**src/rtl/sxshift_pkg.sv**
```systemverilog
`timescale 1ns/1ps
package sxshift_pkg;

  typedef enum logic [1:0] {
    MODE_HOLD  = 2'd0,
    MODE_SHIFT = 2'd1,
    MODE_LOAD  = 2'd2
  } sx_mode_t;

  // Mode chosen by the active-low enable and the shift/load select.
  function automatic sx_mode_t decode_mode(input logic reg_en_n,
                                           input logic shift_nload);
    if (reg_en_n)
      return MODE_HOLD;
    else if (shift_nload)
      return MODE_SHIFT;
    else
      return MODE_LOAD;
  endfunction

  // Bit that enters the top position on a shift.
  function automatic logic entry_pick(input logic sext_n,
                                      input logic top_bit,
                                      input logic ser_a,
                                      input logic ser_b,
                                      input logic ser_sel);
    if (!sext_n)
      return top_bit;
    else
      return ser_sel ? ser_b : ser_a;
  endfunction

  // Parallel bus drive flag.
  function automatic logic bus_drive(input logic shift_nload,
                                     input logic oe_n);
    return shift_nload & ~oe_n;
  endfunction

endpackage

```
**src/rtl/sxshift_ctrl.sv**
```systemverilog
`timescale 1ns/1ps
module sxshift_ctrl
  import sxshift_pkg::*;
(
  input  logic     reg_en_n,
  input  logic     shift_nload,
  input  logic     oe_n,
  output sx_mode_t mode,
  output logic     drive_en
);

  always_comb begin
    mode     = decode_mode(reg_en_n, shift_nload);
    drive_en = bus_drive(shift_nload, oe_n);
  end

endmodule

```
**src/rtl/sxshift_entry.sv**
```systemverilog
`timescale 1ns/1ps
module sxshift_entry
  import sxshift_pkg::*;
(
  input  logic sext_n,
  input  logic top_bit,
  input  logic ser_a,
  input  logic ser_b,
  input  logic ser_sel,
  output logic entry_bit
);

  always_comb begin
    entry_bit = entry_pick(sext_n, top_bit, ser_a, ser_b, ser_sel);
  end

endmodule

```
**src/rtl/sxshift_core.sv**
```systemverilog
`timescale 1ns/1ps
module sxshift_core
  import sxshift_pkg::*;
#(
  parameter int WIDTH = 8
) (
  input  logic             clk,
  input  logic             clr_n,
  input  sx_mode_t         mode,
  input  logic             entry_bit,
  input  logic [WIDTH-1:0] load_word,
  output logic [WIDTH-1:0] q
);

  localparam int TOP = WIDTH - 1;

  logic [WIDTH-1:0] shift_src;
  logic [WIDTH-1:0] nxt;

  // Source of each bit when shifting: its upper neighbour, or the entry bit.
  genvar gi;
  generate
    for (gi = 0; gi < WIDTH; gi++) begin : g_bit
      if (gi == TOP) begin : g_top
        assign shift_src[gi] = entry_bit;
      end else begin : g_mid
        assign shift_src[gi] = q[gi+1];
      end

      always_comb begin
        unique case (mode)
          MODE_SHIFT: nxt[gi] = shift_src[gi];
          MODE_LOAD:  nxt[gi] = load_word[gi];
          default:    nxt[gi] = q[gi];
        endcase
      end

      always_ff @(posedge clk or negedge clr_n) begin
        if (!clr_n)
          q[gi] <= 1'b0;
        else
          q[gi] <= nxt[gi];
      end
    end
  endgenerate

endmodule

```
**src/rtl/sxshift_reg.sv**
```systemverilog
`timescale 1ns/1ps
module sxshift_reg
  import sxshift_pkg::*;
#(
  parameter int WIDTH = 8
) (
  input  logic             clk,
  input  logic             clr_n,
  input  logic             reg_en_n,
  input  logic             shift_nload,
  input  logic             sext_n,
  input  logic             oe_n,
  input  logic             ser_a,
  input  logic             ser_b,
  input  logic             ser_sel,
  input  logic [WIDTH-1:0] data_in,
  output logic [WIDTH-1:0] data_out,
  output logic             data_out_en,
  output logic             ser_out
);

  sx_mode_t         mode;
  logic             drive_en;
  logic             entry_bit;
  logic [WIDTH-1:0] q;

  // Named events for the checker.
  logic do_hold;
  logic do_shift;
  logic do_load;

  assign do_hold  = (mode == MODE_HOLD);
  assign do_shift = (mode == MODE_SHIFT);
  assign do_load  = (mode == MODE_LOAD);

  sxshift_ctrl i_ctrl (
    .reg_en_n    (reg_en_n),
    .shift_nload (shift_nload),
    .oe_n        (oe_n),
    .mode        (mode),
    .drive_en    (drive_en)
  );

  sxshift_entry i_entry (
    .sext_n    (sext_n),
    .top_bit   (q[WIDTH-1]),
    .ser_a     (ser_a),
    .ser_b     (ser_b),
    .ser_sel   (ser_sel),
    .entry_bit (entry_bit)
  );

  sxshift_core #(.WIDTH(WIDTH)) i_core (
    .clk       (clk),
    .clr_n     (clr_n),
    .mode      (mode),
    .entry_bit (entry_bit),
    .load_word (data_in),
    .q         (q)
  );

  assign data_out    = q;
  assign data_out_en = drive_en;
  assign ser_out     = q[0];

endmodule

```
**config.mk**
```make
export PLATFORM = sky130hd
export DESIGN_NAME = sxshift_reg
export DESIGN_NICKNAME = d
export VERILOG_FILES = /design/src/rtl/sxshift_pkg.sv /design/src/rtl/sxshift_ctrl.sv /design/src/rtl/sxshift_entry.sv /design/src/rtl/sxshift_core.sv /design/src/rtl/sxshift_reg.sv
export SDC_FILE = /design/constraint.sdc
export NUM_CORES = 1
export LEC_CHECK = 0
export CORE_AREA = 2 2 39 41
export CTS_BUF_LIST = sky130_fd_sc_hd__clkbuf_4 sky130_fd_sc_hd__clkbuf_8
export CTS_CLUSTER_SIZE = 10
export DETAILED_ROUTE_END_ITERATION = 16
export DIE_AREA = 0 0 41 43
export PLACE_DENSITY = 0.78
export SLEW_MARGIN = 20
export SYNTH_ARGS = -nofsm -noshare
export SYNTH_HDL_FRONTEND = slang
export SYNTH_SLANG_ARGS = --single-unit
```
**constraint.sdc**
```tcl
create_clock -name clk -period 1 [get_ports clk]
set_input_delay 0.15 -clock clk [delete_from_list [all_inputs] [get_ports clk]]
set_output_delay 0.15 -clock clk [all_outputs]
set_load 0.05 [all_outputs]
```
==> results.json <==
{
  "cts_made_buffers": 3,
  "yosys.area.top_type": "dfrtp_1",
  "path_max_fanout": 3,
  "gp_congestion": 0.628,
  "clock_skew_ns": 0.00850,
  "critPathMaxStageDelay_ns": 0.44,
  "clockRootBuffer": "clkbuf_4",
  "grt_usage": 0.163,
  "grt_max_degree": 11,
  "violations": "setup timing",
  "largest_register_ff_count": 8,
  "fin_nets": 92,
  "power_density_mw_per_mm2": 1550,
  "maxCapViolations": 0,
  "worstSetupPathType": "register to output pin",
  "synthTopCellsByArea": "dfrtp_1 (49%), mux2i_1 (20%), o21ai_1 (8.6%), nand2_1 (6.4%), buf_4 (5.5%)",
  "overflow": 0,
  "p_leak_uw": 0.000398,
  "yosys_warnings": 0,
  "ff2ff_setup_slack_ns": 0.07,
  "whs_ns": 0.163,
  "p_clk_frac": 0.233,
  "rsz0062_at_grt": "true",
  "ys_types": 12,
  "fin_ws_ns": -0.0225,
  "critPathCaptureType": "output pin",
  "ant_nets": 0,
  "rows": 14,
  "core_area_mm2": 0.00138,
  "syn_nets": 57,
  "slew_viol_final": 0,
  "drt-total-wl_mm": 1.12,
  "p_sw_uw": 454,
  "fillers": 124,
  "drc": 0,
  "grt_first_pass_wirelength_mm": 1.81,
  "finalNonFillerCells": 90,
  "largestRegisters": "i_core.q: 8 flops",
  "io_pins": 27,
  "startpoint_type": "register",
  "netlist.area_leader.share": 0.489,
  "avgSynthCellArea_um2": 10.2,
  "synthCells": 40,
  "tritoncts": "done",
  "maxSlewHeadroom": 0.749,
  "worst_pin_slew_ns": 0.375,
  "vias": 424,
  "utilization": 0.616,
  "drt_iter0_markers": 4,
  "hp-class": "input port to async pin",
  "htreeDepth": 1,
  "hold_violations": 0,
  "clkSinkCount": 8,
  "syn_to_final_growth_pct": 108,
  "switching_share": 0.345,
  "io_buffers": 26,
  "p_seq_frac": 0.319,
  "path_delay_family": "flip-flops",
  "drive_gt1_frac": 0.324,
  "ir_drop_mv": 0.929,
  "wl_per_cell_um": 12.4,
  "fin_crit_sh": 1.02,
  "p_int_uw": 864,
  "crit_buf_inv": 1,
  "combPwrFrac": 0.447,
  "tns_ns": -0.0476,
  "cts_max_path_buffers": 2,
  "antenna_cells_inserted": 0,
  "dp_hpwl_um": 907,
  "dp.cells": 82,
  "clkTransAtPathRegs_ns": 0.06,
  "setup_violations": 3,
  "crit_chain": "buf_12",
  "fp.dieArea_mm2": 0.00176,
  "viasPerCell": 4.71,
  "ys_seq_area_frac": 0.489,
  "grt_pass1_vias": 451,
  "fmax_mhz": 978,
  "slowest_stage": "dfrtp_2",
  "period_needed_ns": 1.02,
  "antenna_found_initial": 0,
  "outcome": "complete, but fails checks",
  "worstPathRequired_ns": 0.85,
  "insertion_delay_ns": 0.27,
  "largest_register": "i_core.q",
  "dr.pass1.iters": 4,
  "crit_arrival_ns": 0.87,
  "start_util": 0.296,
  "synth-seq-cells": 8,
  "dieHeight_um": 43,
  "die_x_um": 41,
  "syn_area_um2": 409
}
Yosys cell counts:
| master | number |
|---|---|
| dfrtp_1 | 8 |
| mux2i_1 | 8 |
| nand2_1 | 7 |
| o21ai_1 | 7 |
| buf_4 | 3 |
| a21oi_1 | 1 |
| a31oi_1 | 1 |
| buf_6 | 1 |
| inv_1 | 1 |
| nor2_1 | 1 |
| nor2b_1 | 1 |
| o22a_1 | 1 |
worst paths after layout:
path / startpoint / endpoint / depth (start not counted)
worst max-delay path: i_core.q[0]$_DFFE_PN0P_ / data_out[0] / 1
worst min-delay path: clr_n / i_core.q[1]$_DFFE_PN0P_ / 1
worst max register to register: i_core.q[7]$_DFFE_PN0P_ / i_core.q[6]$_DFFE_PN0P_ / 3
worst min register to register: i_core.q[3]$_DFFE_PN0P_ / i_core.q[3]$_DFFE_PN0P_ / 2
max in group asynchronous: clr_n / i_core.q[0]$_DFFE_PN0P_ / 1
min in group clk: data_in[1] / i_core.q[1]$_DFFE_PN0P_ / 3
per-layer routing:
metal	GRT usage	vias to the layer above	routed length (µm)
met4	0.120	0	36
met5	0	-	0
met3	0.0576	5	110
met1	0.159	187	412
li1	-	205	-
met2	0.263	27	558
power by group through the flow:
stage	sequential (µW)	clock, µW	combinational [µW]
4_1_cts	422	321	597
3_3_place_gp	431	0	550
3_5_place_dp	433	0	559
6_report	421	307	590
5_1_grt	428	331	624
2_1_floorplan	533	0	141
per-stage QoR:
stage	power, µW	setup WS (ns)	area, µm²
after CTS	1340	-0.0366	852
after global routing	1380	-0.0505	852
after detailed placement	992	-0.249	790
after global placement	981	-0.204	790
final	1320	-0.0225	852
after floorplan	674	0.0479	413
cell type report:
cell class	count	area, µm²	share of cell area
multi-input combinational	27	179	0.210
sequential	8	201	0.236
clock buffer	4	30.0	0.0352
timing repair buffer	34	418	0.490
inverter	1	3.75	0.00441
tap	16	20.0	0.0235
timing repair:
action / CTS / global route
gates cloned: 0 / 0
pin swaps: 0 / 2
buffers inserted: 4 / 0
endpoints found under the setup margin: 10 / 9
gates resized for setup: 3 / 0
hold buffers: 0 / 0
cell usage in the layout (no fill, tap or decap):
cell type and count:
a21oi_1 1, a31oi_1 1, buf_12 10, buf_4 8
clkbuf_4 4, clkdlybuf4s50_1 14, dfrtp_1 7, dfrtp_2 1
dlygate4sd2_1 2, inv_1 1, mux2i_1 8, nand2_1 7
nor2_1 1, nor2b_4 1, o21ai_1 7, o22a_1 1
cells by family (layout without fill, tap and decap cells):
| family | after synthesis | after routing | share of synthesized area |
|---|---|---|---|
| AOI/OAI and AO/OA | 10 | 10 | 0.135 |
| and+or+nand+nor | 9 | 9 | 0.0887 |
| muxes | 8 | 8 | 0.196 |
| DFF | 8 | 8 | 0.489 |
| buffers and inverters | 5 | 39 | 0.0917 |
(Power assumes the default switching activity.)
